--- src/rtl/kpw_pkg.sv ---
package kpw_pkg;

   localparam int unsigned KPW_ADDR_W = 2;

   typedef enum logic [KPW_ADDR_W-1:0] {
      KPW_REG_SEL  = 2'd0,
      KPW_REG_FLAG = 2'd1,
      KPW_REG_RSV2 = 2'd2,
      KPW_REG_RSV3 = 2'd3
   } kpw_reg_e;

   localparam int unsigned KPW_FLAG_BIT = 0;

endpackage

--- src/rtl/kpw_sync.sv ---
module kpw_sync #(
   parameter int unsigned WIDTH  = 8,
   parameter int unsigned STAGES = 2
) (
   input  logic             clk,
   input  logic             rst_n,
   input  logic [WIDTH-1:0] din,
   output logic [WIDTH-1:0] dout
);

   localparam logic [WIDTH-1:0] IDLE = {WIDTH{1'b1}};

   logic [WIDTH-1:0] stg [STAGES];

   initial begin
      assert (STAGES >= 2) else $error("kpw_sync: STAGES must be at least 2");
   end

   always_ff @(posedge clk or negedge rst_n) begin
      if (!rst_n) stg[0] <= IDLE;
      else        stg[0] <= din;
   end

   for (genvar s = 1; s < STAGES; s++) begin : g_stage
      always_ff @(posedge clk or negedge rst_n) begin
         if (!rst_n) stg[s] <= IDLE;
         else        stg[s] <= stg[s-1];
      end
   end

   assign dout = stg[STAGES-1];

endmodule

--- src/rtl/kpw_detect.sv ---
module kpw_detect #(
   parameter int unsigned WIDTH = 8
) (
   input  logic [WIDTH-1:0] pins_raw,
   input  logic [WIDTH-1:0] pins_sync,
   input  logic [WIDTH-1:0] sel,
   output logic             hit_sync,
   output logic             wake
);

   logic [WIDTH-1:0] act_sync;
   logic [WIDTH-1:0] act_raw;

   for (genvar i = 0; i < WIDTH; i++) begin : g_bit
      assign act_sync[i] = sel[i] & ~pins_sync[i];
      assign act_raw[i]  = sel[i] & ~pins_raw[i];
   end

   assign hit_sync = |act_sync;
   assign wake     = |act_raw;

endmodule

--- src/rtl/kpw_regs.sv ---
module kpw_regs
   import kpw_pkg::*;
#(
   parameter int unsigned WIDTH = 8
) (
   input  logic                  clk,
   input  logic                  rst_n,
   input  logic [KPW_ADDR_W-1:0] addr,
   input  logic                  wr,
   input  logic [WIDTH-1:0]      wdata,
   input  logic                  hit,
   output logic [WIDTH-1:0]      sel_q,
   output logic                  flag_q,
   output logic [WIDTH-1:0]      rdata
);

   logic wr_sel;
   logic clr_flag;

   assign wr_sel   = wr && (addr == KPW_REG_SEL);
   assign clr_flag = wr && (addr == KPW_REG_FLAG) && !wdata[KPW_FLAG_BIT];

   always_ff @(posedge clk or negedge rst_n) begin
      if (!rst_n)      sel_q <= '0;
      else if (wr_sel) sel_q <= wdata;
   end

   // set has priority over a software clear
   always_ff @(posedge clk or negedge rst_n) begin
      if (!rst_n)        flag_q <= 1'b0;
      else if (hit)      flag_q <= 1'b1;
      else if (clr_flag) flag_q <= 1'b0;
   end

   always_comb begin
      rdata = '0;
      unique case (addr)
         KPW_REG_SEL:  rdata = sel_q;
         KPW_REG_FLAG: rdata[KPW_FLAG_BIT] = flag_q;
         default:      rdata = '0;
      endcase
   end

endmodule

--- src/rtl/kpw_top.sv ---
module kpw_top
   import kpw_pkg::*;
#(
   parameter int unsigned PORT_W      = 8,
   parameter int unsigned SYNC_STAGES = 2
) (
   input  logic                  clk,
   input  logic                  rst_n,
   input  logic [PORT_W-1:0]     pins_i,
   input  logic [KPW_ADDR_W-1:0] reg_addr,
   input  logic                  reg_wr,
   input  logic [PORT_W-1:0]     reg_wdata,
   output logic [PORT_W-1:0]     reg_rdata,
   input  logic                  irq_en_i,
   output logic                  irq_o,
   output logic                  wake_o
);

   initial begin
      assert (PORT_W >= 1 && PORT_W <= 32) else $error("kpw_top: PORT_W out of range");
   end

   logic [PORT_W-1:0] pins_sync;
   logic [PORT_W-1:0] sel_q;
   logic              hit_sync;
   logic              flag_q;

   kpw_sync #(.WIDTH(PORT_W), .STAGES(SYNC_STAGES)) u_sync (
      .clk  (clk),
      .rst_n(rst_n),
      .din  (pins_i),
      .dout (pins_sync)
   );

   kpw_detect #(.WIDTH(PORT_W)) u_det (
      .pins_raw (pins_i),
      .pins_sync(pins_sync),
      .sel      (sel_q),
      .hit_sync (hit_sync),
      .wake     (wake_o)
   );

   kpw_regs #(.WIDTH(PORT_W)) u_regs (
      .clk   (clk),
      .rst_n (rst_n),
      .addr  (reg_addr),
      .wr    (reg_wr),
      .wdata (reg_wdata),
      .hit   (hit_sync),
      .sel_q (sel_q),
      .flag_q(flag_q),
      .rdata (reg_rdata)
   );

   assign irq_o = flag_q & irq_en_i;

endmodule

--- config.mk ---
export PLATFORM = sky130hd
export DESIGN_NAME = kpw_top
export DESIGN_NICKNAME = d
export VERILOG_FILES = /design/src/rtl/kpw_pkg.sv /design/src/rtl/kpw_sync.sv /design/src/rtl/kpw_detect.sv /design/src/rtl/kpw_regs.sv /design/src/rtl/kpw_top.sv
export SDC_FILE = /design/constraint.sdc
export NUM_CORES = 1
export LEC_CHECK = 0
export CORE_UTILIZATION = 49
export CTS_BUF_LIST = sky130_fd_sc_hd__clkbuf_8
export CTS_CLUSTER_SIZE = 24
export DETAILED_ROUTE_END_ITERATION = 16
export PLACE_DENSITY = 0.94
export SLEW_MARGIN = 10
export SYNTH_ARGS = -nofsm -noshare
export SYNTH_HDL_FRONTEND = slang
export SYNTH_SLANG_ARGS = --single-unit
--- constraint.sdc ---
create_clock -name clk -period 4.1 [get_ports clk]
set_clock_uncertainty 0.15 [all_clocks]
set_input_delay 0.615 -clock clk [delete_from_list [all_inputs] [get_ports clk]]
set_output_delay 0.615 -clock clk [all_outputs]
set_load 0.05 [all_outputs]
Word-level counts from Yosys, hierarchy flattened
Index checks and enable logic that the tools add are counted.

Bits in registers: 25. Output and inout port bits: 10.

Equal/unequal tests: 1. Multiplexer cells: 4. Bitwise operators: 33. Reductions and logical operators: 8.

Operators with widths (number): 1-bit bitwise AND (17); 1-bit NOT (16); 8-bit OR reduction (2); 7-bit two-way mux (1); 1-bit logical AND (3); 2-bit by 1-bit == test with 1-bit output, second input constant (1); 2-bit zero test (1); 1-bit two-way mux (2); 1-bit one-hot mux with 2 select lines (1); 2-bit nonzero test (1); 1-bit zero test (1).

Logic depth before layout (Yosys ltp)
Word-level depth: 5. Depth in mapped cells: 3. Mapped depth without buffers: 3.

By module
Synthesis repeated with hierarchy kept, for this count alone.

Cell total of the unflattened synthesis: 73. Area total of the unflattened synthesis: 996.0 um2.

Modules (own cells, without submodules): kpw_sync (times used 1, cells an instance 24, area an instance 480.5 um2); kpw_regs (times used 1, cells an instance 30, area an instance 414.1 um2); kpw_detect (times used 1, cells an instance 18, area an instance 95.1 um2); kpw_top (times used 1, cells an instance 1, area an instance 6.3 um2).

Worst setup path after synthesis
No wires, ideal clock.

Path kind: input-to-output. Start: in reg_addr[0]. End: out reg_rdata[3]. Arrival: 1857 ps. Setup slack: 1478 ps. Stages: 2. Cells stage by stage: buf_4 > nor3_1.

Cells in the longest elaborated chain, start to end: 2.

RTL lines: start, declared (line kpw_top.sv:10) `input logic [KPW_ADDR_W-1:0] reg_addr,`; 2-bit zero test (line kpw_regs.sv:37) `unique case (addr)`; 7-bit two-way mux (line kpw_regs.sv:37); end, declared (line kpw_top.sv:13) `output logic [PORT_W-1:0] reg_rdata,`.

No other way between the ends.

Worst setup path in the final report
Start: in pins_i[4]. End: out wake_o.

Cells in the longest elaborated chain, start to end: 3.

RTL lines: start, declared (line kpw_top.sv:9) `input logic [PORT_W-1:0] pins_i,`; 1-bit NOT (line kpw_detect.sv:16) `assign act_raw[i] = sel[i] & ~pins_raw[i];`; 1-bit bitwise AND (line kpw_detect.sv:16); 8-bit OR reduction (line kpw_detect.sv:20) `assign wake = |act_raw;`; end, declared (line kpw_top.sv:16) `output logic wake_o`.

No other way between the ends.

==> out/metrics.cfg <==
[global_routing]
track_usage=0.196
grt_max_degree=26
grt_pass1_vias=567
antenna_found_initial=0
grt_pass1_wl_mm=2.73
gr-total-overflow=0

[critical_path]
cpMostUsedCell=clkdlybuf4s50_1
r2r_end=u_regs.flag_q
reg2reg_slack_ns=2.68
crit_chain=clkdlybuf4s50_1 > o22ai_1 > or4_1 > clkdlybuf4s50_1
crit_family=buffers and inverters
r2r_start=u_sync.dout[2]
worstSetupStartpoint=pins_i[4]
start_kind=input port
cp-end-kind=primary output
cp.buffers_inverters=2
cp_max_fo=2
max_stage_delay_ns=0.72
critPathSlowestCell=clkdlybuf4s50_1
required_ns=3.34
ff2ff_path_depth=3
critPathKind=input port to primary output
worstPathArrival_ns=2.45

[synth]
ys_seq_area_frac=0.677
synth_cell_types=17
ys_ff_latch=25
syn_inst=67
syn_area_per_cell_um2=14.2
syn_area_um2=953
syn_nets=89
synth.yosys.warnings=0

[sta]
slew_violations=0
setup_slack_ns=0.882
setup_viol=0
slew_headroom=0.311
clock.fmax_ghz=0.311
fin_crit_sh=0.785
fin_tns_setup_ns=0
rsz0062_at_grt=false
hold_viol_final=0
tightest_slew_ns=1.03
period_minus_slack_ns=3.22

[place]
dp_hpwl_mm=1.40
pre_cts_slack_ns=0.880
io_buffers=31
placed_cells=121
gp_congestion=0.763

[pwr]
design_power_total_w=0.000551
pwr_density_cell_nw_per_um2=416
power_frac_clock=0.250
cell_internal_pwr_w=0.000400
pwr-share-comb=0.226
p_leak_nw=0.529
seq_power_share=0.523
power_switching_w=0.000151
swShare=0.274
vdd_drop_max_mv=0.325

[run]
max_cap_violations=0

[finish]
fin_cells=125
drive_gt1_frac=0.290
area_growth_pct=38.7
antenna_cells=0
layout_commonest_cell=clkdlybuf4s50_1
final_cell_mix=clkdlybuf4s50_1 (31), dfstp_2 (16), dfrtp_1 (9), inv_1 (8), mux2_2 (8)
layout.nets=123

[floorplan]
io_pins=32
die_x_um=46.1
die-area_um2=2130
core_um2=1780
die_h_um=46.1
rows=15
start_util=0.535

[clocking]
postCtsSetupRepairBufs=0
clkTransAtPathRegs_ns=0.07
clk-insertion-delay-late_ns=0.26
cts_max_level=1
cts.sinks=25
root_buffer=clkbuf_8
ctsHoldBuffers=0
cts_tree=built
cts_made_buffers=3
cts_resized=0
cts_max_path_buffers=2

[hold_path]
min_delay_path_depth=0
hp-class=flop to flop
worstHoldStart=u_sync.stg[8]
hold_end=u_sync.dout[0]

[routing]
drcViolationCount=0
wl_per_cell_um=14.5
firstDrtPassIters=4
viasPerCell=5.06
vias=632
wl_mm=1.82
drt_iter0_markers=11
ant_nets=0

[status]
status=complete, no violations

[cell type report]
cell class              count  area [um^2]
clock inverters             1         5.00
multi-input cells          32          259
well taps                  25         31.3
clock buffers               3         41.3
fillers                   122          460
inverters                   8         30.0
flip-flops and latches     25          646
repair buffers             31          310
[cells by family after synthesis]
group,synth area share
flip-flops,0.677
buffers and inverters,0.0512
AND/OR/NAND/NOR,0.106
AO/OA/AOI/OAI,0.0604
multiplexers,0.105
[worst max path at each step]
stage                        end  slack [ns]  cells past startpoint
finish                    wake_o        0.88                      4
global route              wake_o        0.82                      4
CTS                       wake_o        0.86                      4
detailed placement        wake_o        0.88                      4
global placement          wake_o        0.90                      4
floorplan           reg_rdata[3]        1.48                      2
[state kept, by name (all words and copies together), names as in the netlist]
register and flops:
u_sync.dout 8, u_regs.flag_q 1, u_sync.stg 8, u_regs.sel_q 8
[metrics by stage]
step | util | hold slack, ns | cell area (um^2)
6_report | 0.742 | 0.209 | 1320
5_1_grt | 0.742 | 0.212 | 1320
4_1_cts | 0.742 | 0.210 | 1320
3_5_place_dp | 0.716 | 0.198 | 1280
3_3_place_gp | 0.716 | 0.195 | 1280
2_1_floorplan | - | 0.169 | 953
[metal layers]
layer / GRT usage / part of all wire / vias up
met3: 0.0235 / 0.037 / 4
met2: 0.299 / 0.49 / 22
met1: 0.268 / 0.45 / 305
li1: - / - / 301
met4: 0.124 / 0.023 / 0
met5: 0 / 0 / -
[power groups by stage]
stage / clock network (W) / registers (W) / logic [W]
finish: 0.000138 / 0.000288 / 0.000125
global route: 0.000149 / 0.000291 / 0.000134
CTS: 0.000141 / 0.000288 / 0.000126
detailed placement: 0 / 0.000293 / 0.000125
global placement: 0 / 0.000290 / 0.000122
floorplan: 0 / 0.000288 / 0.0000749
[synthesized netlist by cell type]
cell type	n	area, um^2
or4_1	1	7.51
o2111ai_1	1	8.76
nor3_1	7	35.0
nor2_1	1	3.75
nand2b_1	3	18.8
buf_6	1	11.3
dfrtp_1	9	225
inv_1	8	30.0
buf_4	1	7.51
dfstp_2	16	420
mux2_2	8	90.1
a2111o_1	1	11.3
nor3b_4	1	18.8
and2_1	1	6.26
nand4bb_1	1	11.3
o22ai_1	6	37.5
mux2i_1	1	10.0
(Power assumes the default switching activity.)
